## src/rtl/popcount_pkg.sv

```systemverilog
package popcount_pkg;
  localparam int BYTE_W = 8;
  localparam int NIB_W  = BYTE_W / 2;
  localparam int TOT_N  = BYTE_W;
  localparam int CNT_W  = $clog2(TOT_N + 1);

  // number of ones in a constant pattern, used to place decoder minterms
  function automatic int ones_in(input int pattern);
    int acc;
    acc = 0;
    for (int b = 0; b < 32; b++) acc += (pattern >> b) & 1;
    return acc;
  endfunction
endpackage

```

## src/rtl/nibble_count_decoder.sv

```systemverilog
module nibble_count_decoder
  import popcount_pkg::*;
#(
  parameter int W = NIB_W
) (
  input  logic [W-1:0] nib,
  output logic [W:0]   level
);
  localparam int PATTERNS = 1 << W;

  // sum of minterms: each input pattern raises the line of its own weight
  always_comb begin
    level = '0;
    for (int p = 0; p < PATTERNS; p++) begin
      if (nib == W'(p)) level[ones_in(p)] = 1'b1;
    end
  end
endmodule

```

## src/rtl/onehot_sum_combiner.sv

```systemverilog
module onehot_sum_combiner
  import popcount_pkg::*;
#(
  parameter int W = NIB_W
) (
  input  logic [W:0]   hi_lvl,
  input  logic [W:0]   lo_lvl,
  output logic [2*W:1] total
);
  // total line n collects every pair (i, j) with i + j = n
  always_comb begin
    total = '0;
    for (int i = 0; i <= W; i++) begin
      for (int j = 0; j <= W; j++) begin
        if (i + j >= 1) total[i + j] = total[i + j] | (hi_lvl[i] & lo_lvl[j]);
      end
    end
  end
endmodule

```

## src/rtl/onehot_bin_encoder.sv

```systemverilog
module onehot_bin_encoder
  import popcount_pkg::*;
#(
  parameter int N   = TOT_N,
  parameter int O_W = $clog2(N + 1)
) (
  input  logic [N:1]     oh,
  output logic [O_W-1:0] bin
);
  // each output bit ORs the lines whose index has that bit set
  always_comb begin
    bin = '0;
    for (int n = 1; n <= N; n++) begin
      for (int b = 0; b < O_W; b++) begin
        if (((n >> b) & 1) != 0) bin[b] = bin[b] | oh[n];
      end
    end
  end
endmodule

```

## src/rtl/byte_onehot_popcount.sv

```systemverilog
module byte_onehot_popcount
  import popcount_pkg::*;
(
  input  logic [BYTE_W-1:0] data_in,
  output logic [CNT_W-1:0]  count,
  output logic              all_ones,
  output logic [TOT_N:1]    onehot
);
  logic [NIB_W:0] upper_lvl;
  logic [NIB_W:0] lower_lvl;

  nibble_count_decoder #(.W(NIB_W)) i_dec_upper (
    .nib   (data_in[BYTE_W-1:NIB_W]),
    .level (upper_lvl)
  );

  nibble_count_decoder #(.W(NIB_W)) i_dec_lower (
    .nib   (data_in[NIB_W-1:0]),
    .level (lower_lvl)
  );

  onehot_sum_combiner #(.W(NIB_W)) i_combine (
    .hi_lvl (upper_lvl),
    .lo_lvl (lower_lvl),
    .total  (onehot)
  );

  onehot_bin_encoder #(.N(TOT_N), .O_W(CNT_W)) i_encode (
    .oh  (onehot),
    .bin (count)
  );

  assign all_ones = onehot[TOT_N];
endmodule

```

## config.mk

```make
export PLATFORM = sky130hd
export DESIGN_NAME = byte_onehot_popcount
export DESIGN_NICKNAME = d
export VERILOG_FILES = /design/src/rtl/popcount_pkg.sv /design/src/rtl/nibble_count_decoder.sv /design/src/rtl/onehot_sum_combiner.sv /design/src/rtl/onehot_bin_encoder.sv /design/src/rtl/byte_onehot_popcount.sv
export SDC_FILE = /design/constraint.sdc
export NUM_CORES = 1
export LEC_CHECK = 0
export CAP_MARGIN = 10
export CORE_AREA = 2 2 41 43
export DETAILED_ROUTE_END_ITERATION = 12
export DIE_AREA = 0 0 43 45
export SLEW_MARGIN = 20
export SYNTH_ARGS = -nofsm -noshare
export SYNTH_HDL_FRONTEND = slang
export SYNTH_HIERARCHICAL = 1
export SYNTH_SLANG_ARGS = --single-unit
```

## constraint.sdc

```tcl
create_clock -name vclk -period 5.09
set_input_delay 1.018 -clock vclk [all_inputs]
set_output_delay 1.018 -clock vclk [all_outputs]
set_load 0.01 [all_outputs]
```

==> impl_metrics.json, run 1 <==
{
  "outcome": "complete, no violations",
  "min_period_ps": 4650,
  "postCtsSetupBuffers": 0,
  "arrival_ps": 3640,
  "num_rows": 14,
  "ant_nets": 0,
  "fin_util_pct": 41.4,
  "clockBufferCount": 0,
  "pwr-share-clk_pct": 0,
  "initial_utilization_pct": 28.3,
  "p_seq_share_pct": 0,
  "start_kind": "primary input",
  "fmax_ghz": 0.215,
  "setup_violations": 0,
  "drc_errors": 0,
  "drt_first_pass_iters": 4,
  "drv_slew": 0,
  "dp_cells": 88,
  "critPathCaptureType": "output pin",
  "switching_power_mw": 0.0314,
  "grt_max_degree": 10,
  "drv_cap": 0,
  "finalHoldViolCount": 0,
  "p_int_mw": 0.0364,
  "path_max_fanout": 8,
  "cts_hold_buf": 0,
  "min_period_over_period_pct": 91.4,
  "antenna_found_initial": 0,
  "synth.most_common_cell": "nand2_1",
  "synth.distinct_cells": 21,
  "post_drt_via_cell_ratio": 5.99,
  "synth_top_area_share_pct": 9.61,
  "seq_area_sq_um": 0,
  "portBuffers": 21,
  "gp_congestion": 0.792,
  "fin_tns_setup_ps": 0,
  "ioPinCount": 21,
  "antenna_cells": 0,
  "p_comb_share_pct": 100.0,
  "drive_gt1_share_pct": 4.17,
  "flops_and_latches": 0,
  "wl_per_cell_um": 12.0,
  "yosys-top-cells-count": "nand2_1, a22oi_1, o211ai_1, or4b_1, xnor2_1",
  "grt_pass1_vias": 413,
  "multi_input_area_sq_um": 372,
  "cts_resized": 0,
  "core_sq_um": 1470,
  "syn_inst": 55,
  "p_leak_nw": 0.215,
  "die_h_um": 45,
  "fp.dieW_um": 43,
  "tightest_slew_ps": 464,
  "ir_drop_uv": 51.7,
  "grt_overflow_total": 0,
  "worstPathRequired_ps": 4070,
  "yosys-top-cells-area": "or4b_1, a22oi_1, xnor2_1, a222oi_1, o211ai_1",
  "grt_usage_pct": 10.3,
  "finalNonFillerCells": 88,
  "min-delay-path-class": "in2out",
  "powerDensity_nw_per_um2": 111,
  "fin_worst_hold_slack_ps": 3420,
  "rsz0062_at_grt": "false",
  "critPathKind": "in2out",
  "synth_fp_nets": 63,
  "maxSlewHeadroom_pct": 69.1,
  "syn_to_final_growth_pct": 46.2,
  "final_nets": 82,
  "syn_avg_cell_area_sq_um": 7.58,
  "yosysWarnings": 6,
  "p_sw_share_pct": 46.3,
  "grt_first_pass_wirelength_um": 1660,
  "fillers": 161,
  "synth_area_sq_um": 417,
  "synth_area_leader_cell": "or4b_1",
  "drt_iter0_drc": 14,
  "wl_um": 1060,
  "place_hpwl_um": 874,
  "synth_seq_area_share_pct": 0,
  "via_count": 527,
  "die-area_sq_um": 1940
}
-- layout by cell type, fill, tap and decap left out, drive strengths merged --
cell type,instances
or2b,2
xnor2,4
clkdlybuf4s50,21
and2,1
inv,2
a222oi,3
nand4b,2
or4,3
or4bb,2
nor2,2
o221ai,2
nand2,7
o211ai,4
or4b,4
or2,2
nor3,2
a22oi,5
a22o,2
nand4bb,2
-- power by group through the flow --
stage | logic, mW | registers (mW) | clock network [mW]
after floorplan | 0.0352 | 0 | 0
after global placement | 0.0682 | 0 | 0
after detailed placement | 0.0678 | 0 | 0
after CTS | 0.0679 | 0 | 0
after global routing | 0.0733 | 0 | 0
final | 0.0677 | 0 | 0
-- worst paths after layout --
kind / from / end / slack (ps) / depth (start not counted)
setup / recovery: data_in[7] / count[2] / 440 / 7
hold / removal: data_in[0] / all_ones / 3420 / 5
-- kinds of logic after synthesis --
kind of cell	synth area share (%)
xor+xnor	8.41
compound gates	32.1
buf+inv	10.8
simple gates	48.6
-- metal layers --
metal  global-route usage [%]  up-vias  share of wire, %
met5                        0        -                 0
met1                     13.5      246                43
met4                    0.606        0                 0
met2                     20.0       16                53
met3                        0        0               3.6
li1                         -      265                 -
-- critical path, stage by stage --
cell	delay, ps
clkdlybuf4s50_1	530
xnor2_1	320
o221ai_1	280
a222oi_1	390
inv_1	100
or4_1	510
clkdlybuf4s50_1	490
-- final cells by class --
class	count	area share [%]
multi-input combinational	49	61.0
tap	16	3.29
timing repair buffer	21	34.5
inverter	2	1.23
-- through the flow --
step           power, mW  cell area [sq um]  setup slack (ps)
2_1_floorplan     0.0352                417              1570
3_3_place_gp      0.0682                609               415
4_1_cts           0.0679                609               433
3_5_place_dp      0.0678                609               428
5_1_grt           0.0733                609               286
6_report          0.0677                609               436
Note: power is estimated with default switching activity, not from simulation.
==> run 2, diff against run 1 <==
--- a/config.mk
+++ b/config.mk
@@ -6,10 +6,9 @@
 export NUM_CORES = 1
 export LEC_CHECK = 0
 export CAP_MARGIN = 10
-export CORE_AREA = 2 2 41 43
+export CORE_AREA = 10 10 49 51
 export DETAILED_ROUTE_END_ITERATION = 12
-export DIE_AREA = 0 0 43 45
-export SLEW_MARGIN = 20
+export DIE_AREA = 0 0 59 61
 export SYNTH_ARGS = -nofsm -noshare
 export SYNTH_HDL_FRONTEND = slang
 export SYNTH_HIERARCHICAL = 1
==> run 2 against run 1 <==
Critical endpoint unchanged. Largest cell class unchanged. Largest power group unchanged. Highest routed layer unchanged. Sequential cell count unchanged. Cell area unchanged. Wire length increased by 13%. Core utilization unchanged. Final cell count unchanged. Clock-buffer cell count unchanged. Worst hold slack got worse by 3.6 ps.
==> impl_metrics.json, run 2 (synthesis gave the netlist of run 1 again) <==
{
  "outcome": "complete, no violations",
  "postCtsSetupBuffers": 0,
  "grt_first_pass_wirelength_um": 1910,
  "drt_first_pass_iters": 4,
  "antenna_cells": 0,
  "fmax_ghz": 0.215,
  "cts_resized": 0,
  "drt_iter0_drc": 22,
  "place_hpwl_um": 1020,
  "fp.dieW_um": 59,
  "clockBufferCount": 0,
  "final_common_cell": "clkdlybuf4s50_1",
  "flops_and_latches": 0,
  "num_rows": 14,
  "path_max_fanout": 8,
  "die-area_sq_um": 3600,
  "powerDensity_nw_per_um2": 112,
  "fillers": 162,
  "gp_congestion": 0.719,
  "final_nets": 82,
  "wl_um": 1200,
  "portBuffers": 21,
  "tightest_slew_ps": 449,
  "core_sq_um": 1470,
  "p_leak_nw": 0.215,
  "drive_gt1_share_pct": 4.17,
  "ant_nets": 0,
  "critPathKind": "in2out",
  "setup_violations": 0,
  "die_h_um": 61,
  "hold-path-cell-count": 5,
  "ir_drop_uv": 45.8,
  "holdPathEnd": "onehot[8]",
  "wl_per_cell_um": 13.6,
  "antenna_found_initial": 0,
  "finalHoldViolCount": 0,
  "hp-start": "data_in[0]",
  "grt_max_degree": 10,
  "arrival_ps": 3620,
  "initial_utilization_pct": 28.3,
  "min-delay-path-class": "in2out",
  "drc_errors": 0,
  "fin_util_pct": 41.4,
  "start_kind": "primary input",
  "drv_slew": 0,
  "post_drt_via_cell_ratio": 5.85,
  "min_period_ps": 4640,
  "worstPathRequired_ps": 4070,
  "syn_to_final_growth_pct": 46.2,
  "maxSlewHeadroom_pct": 69.8,
  "ioPinCount": 21,
  "crit_start": "data_in[3]",
  "grt_usage_pct": 5.95,
  "grt_overflow_total": 0,
  "via_count": 515,
  "critPathCaptureType": "output pin",
  "min_period_over_period_pct": 91.2,
  "rsz0062_at_grt": "false",
  "cts_hold_buf": 0,
  "final_cell_mix": "clkdlybuf4s50_1, nand2_1, a22oi_1",
  "fin_worst_hold_slack_ps": 3420,
  "drv_cap": 0,
  "seq_area_sq_um": 0,
  "grt_pass1_vias": 455,
  "fin_tns_setup_ps": 0
}
==> run 2: layer usage <==
layer  part of all wire, %  global-route usage [%]  vias to the layer above
met5                     0                       0                        -
met4                     0                       0                        0
met3                   6.6                    1.04                        0
met2                    52                    11.4                       16
met1                    41                    7.04                      233
li1                      -                       -                      266
==> run 2: critical path: stages <==
cell,delay (ps)
clkdlybuf4s50_1,540
xnor2_1,320
o221ai_1,280
a222oi_1,370
inv_1,110
or4_1,500
clkdlybuf4s50_1,500
==> run 2: layout make-up <==
cell class / instances / area, sq um / area share (%)
Multi-Input combinational cell: 49 / 372 / 61.0
Inverter: 2 / 7.51 / 1.23
Tap cell: 16 / 20.0 / 3.29
Timing Repair Buffer: 21 / 210 / 34.5
==> run 2: metrics by stage <==
| stage | power [mW] | cell area (sq um) | setup slack (ps) | instances |
|---|---|---|---|---|
| 2_1_floorplan | 0.0352 | 417 | 1570 | 55 |
| 3_3_place_gp | 0.0696 | 609 | 399 | 88 |
| 3_5_place_dp | 0.0690 | 609 | 445 | 88 |
| 4_1_cts | 0.0690 | 609 | 452 | 88 |
| 5_1_grt | 0.0747 | 609 | 296 | 88 |
| 6_report | 0.0685 | 609 | 449 | 88 |
==> run 2: report_power, final <==
group          internal (mW)  leakage [nW]  switching (mW)
combinational         0.0364         0.215          0.0321
clock                      0             0               0
sequential                 0             0               0
==> run 2: how the worst max path moves through the flow <==
stage / slack, ps / cells after the start / end
after floorplan: 1570 / 5 / count[2]
after global placement: 400 / 7 / count[2]
after detailed placement: 450 / 7 / count[2]
after CTS: 450 / 7 / count[2]
after global routing: 300 / 7 / count[2]
final: 450 / 7 / count[2]
==> run 3, diff against run 2 <==
--- a/config.mk
+++ b/config.mk
@@ -9,6 +9,8 @@
 export CORE_AREA = 10 10 49 51
 export DETAILED_ROUTE_END_ITERATION = 12
 export DIE_AREA = 0 0 59 61
+export GPL_ROUTABILITY_DRIVEN = 0
+export PLACE_DENSITY_LB_ADDON = 0.3
 export SYNTH_ARGS = -nofsm -noshare
 export SYNTH_HDL_FRONTEND = slang
 export SYNTH_HIERARCHICAL = 1
==> run 3 against run 2 <==
Power decreased by 0.52%. Clock-buffer cell count unchanged. Global-route usage decreased by 0.75 points. Wire length decreased by 3.0%. Final cell count unchanged. Worst hold slack improved by 12 ps. Highest routed layer unchanged. Non-clock buffer count unchanged. Cell area unchanged. Fmax about the same.
==> impl_metrics.json, run 3 (synthesis gave the netlist of run 1 again) <==
{
  "outcome": "complete, no violations",
  "grt_pass1_vias": 372,
  "p_leak_nw": 0.215,
  "design_area_sq_um": 609,
  "dpl-instance-area_sq_um": 609,
  "start_kind": "primary input",
  "core_sq_um": 1470,
  "setup_violations": 0,
  "num_rows": 14,
  "clockBufferCount": 0,
  "finalHoldViolCount": 0,
  "portBuffers": 21,
  "worstPathRequired_ps": 4070,
  "final_nets": 82,
  "critical_path.top_delay_family": "buffers and inverters",
  "crit_start": "data_in[3]",
  "met2_usage_pct": 8.56,
  "critPathCaptureType": "output pin",
  "drv_cap": 0,
  "via_count": 516,
  "min_period_over_period_pct": 91.2,
  "ir_drop_uv": 34.1,
  "critPathKind": "in2out",
  "crit_end": "count[2]",
  "grt_overflow_total": 0,
  "fp.dieW_um": 59,
  "maxSlewHeadroom_pct": 71.1,
  "ioPinCount": 21,
  "globalRouteMet3Util_pct": 1.25,
  "wl_um": 1160,
  "powerDensity_nw_per_um2": 112,
  "antenna_cells": 0,
  "postCtsSetupBuffers": 0,
  "fmax_ghz": 0.215,
  "arrival_ps": 3630,
  "fillers": 158,
  "cts_resized": 0,
  "post_drt_via_cell_ratio": 5.86,
  "fin_tns_setup_ps": 0,
  "grt_usage_pct": 5.19,
  "antenna_found_initial": 0,
  "cp.depth": 7,
  "grt_max_degree": 10,
  "drt_first_pass_iters": 4,
  "grt_first_pass_wirelength_um": 1670,
  "cts_hold_buf": 0,
  "drc_errors": 0,
  "wl_per_cell_um": 13.2,
  "syn_to_final_growth_pct": 46.2,
  "die-area_sq_um": 3600,
  "flops_and_latches": 0,
  "drv_slew": 0,
  "min_period_ps": 4640,
  "final_cell_mix": "clkdlybuf4s50_1, nand2_1, a22oi_1",
  "cpMaxStageDelayCell": "clkdlybuf4s50_1",
  "path_buf_inv": 3,
  "rsz0062_at_grt": "false",
  "min-delay-path-class": "in2out",
  "place_hpwl_um": 970,
  "ant_nets": 0,
  "drt_iter0_drc": 29,
  "max_stage_delay_ps": 530,
  "cpMostUsedCell": "clkdlybuf4s50_1",
  "crit_chain": "clkdlybuf4s50_1 > xnor2_1 > o221ai_1 > a222oi_1 > inv_1 > or4_1 > clkdlybuf4s50_1",
  "die_h_um": 61,
  "grtUsageMet1_pct": 7.04,
  "drive_gt1_share_pct": 4.17,
  "power_mw": 0.0681,
  "busiest_layer": "met2",
  "final_common_cell": "clkdlybuf4s50_1",
  "seq_area_sq_um": 0,
  "path_max_fanout": 8,
  "initial_utilization_pct": 28.3,
  "tightest_slew_ps": 431
}
-- run 3: per-stage QoR --
step | hold WS [ps] | std cells | setup WS (ps) | util [%]
after global routing | 3540 | 88 | 241 | 41.4
after detailed placement | 3440 | 88 | 459 | 41.4
after CTS | 3440 | 88 | 459 | 41.4
final | 3430 | 88 | 446 | 41.4
after global placement | 3430 | 88 | 451 | 41.4
after floorplan | 2320 | 55 | 1570 | -
-- run 3: per-layer routing --
metal | part of all wire (%) | wire (um) | vias to the layer above
li1 | - | - | 269
met2 | 42 | 488 | 27
met3 | 12 | 143 | 0
met4 | 0 | 0 | 0
met1 | 46 | 530 | 220
met5 | 0 | 0 | -
-- run 3: final cells by class --
cell class	count	area (sq um)	share of cell area, %
repair buffers	21	210	34.5
well taps	16	20.0	3.29
multi-input cells	49	372	61.0
inverters	2	7.51	1.23
-- run 3: report_power, final --
group / switching [mW] / internal, mW / total (mW)
registers: 0 / 0 / 0
clock network: 0 / 0 / 0
logic: 0.0318 / 0.0364 / 0.0681
-- run 3: worst min path at each step --
stage | startpoint | to | slack (ps) | cells after the start
floorplan | data_in[2] | onehot[1] | 2320 | 2
global placement | data_in[0] | all_ones | 3430 | 5
detailed placement | data_in[0] | onehot[8] | 3440 | 5
CTS | data_in[0] | onehot[8] | 3440 | 5
global route | data_in[2] | onehot[1] | 3540 | 4
finish | data_in[0] | onehot[8] | 3430 | 5
-- run 3: tightest hold or removal path: cells and delay by family --
| family | cells | cell delay (ps) |
|---|---|---|
| and+or+nand+nor | 3 | 390 |
| buffers and inverters | 2 | 1010 |
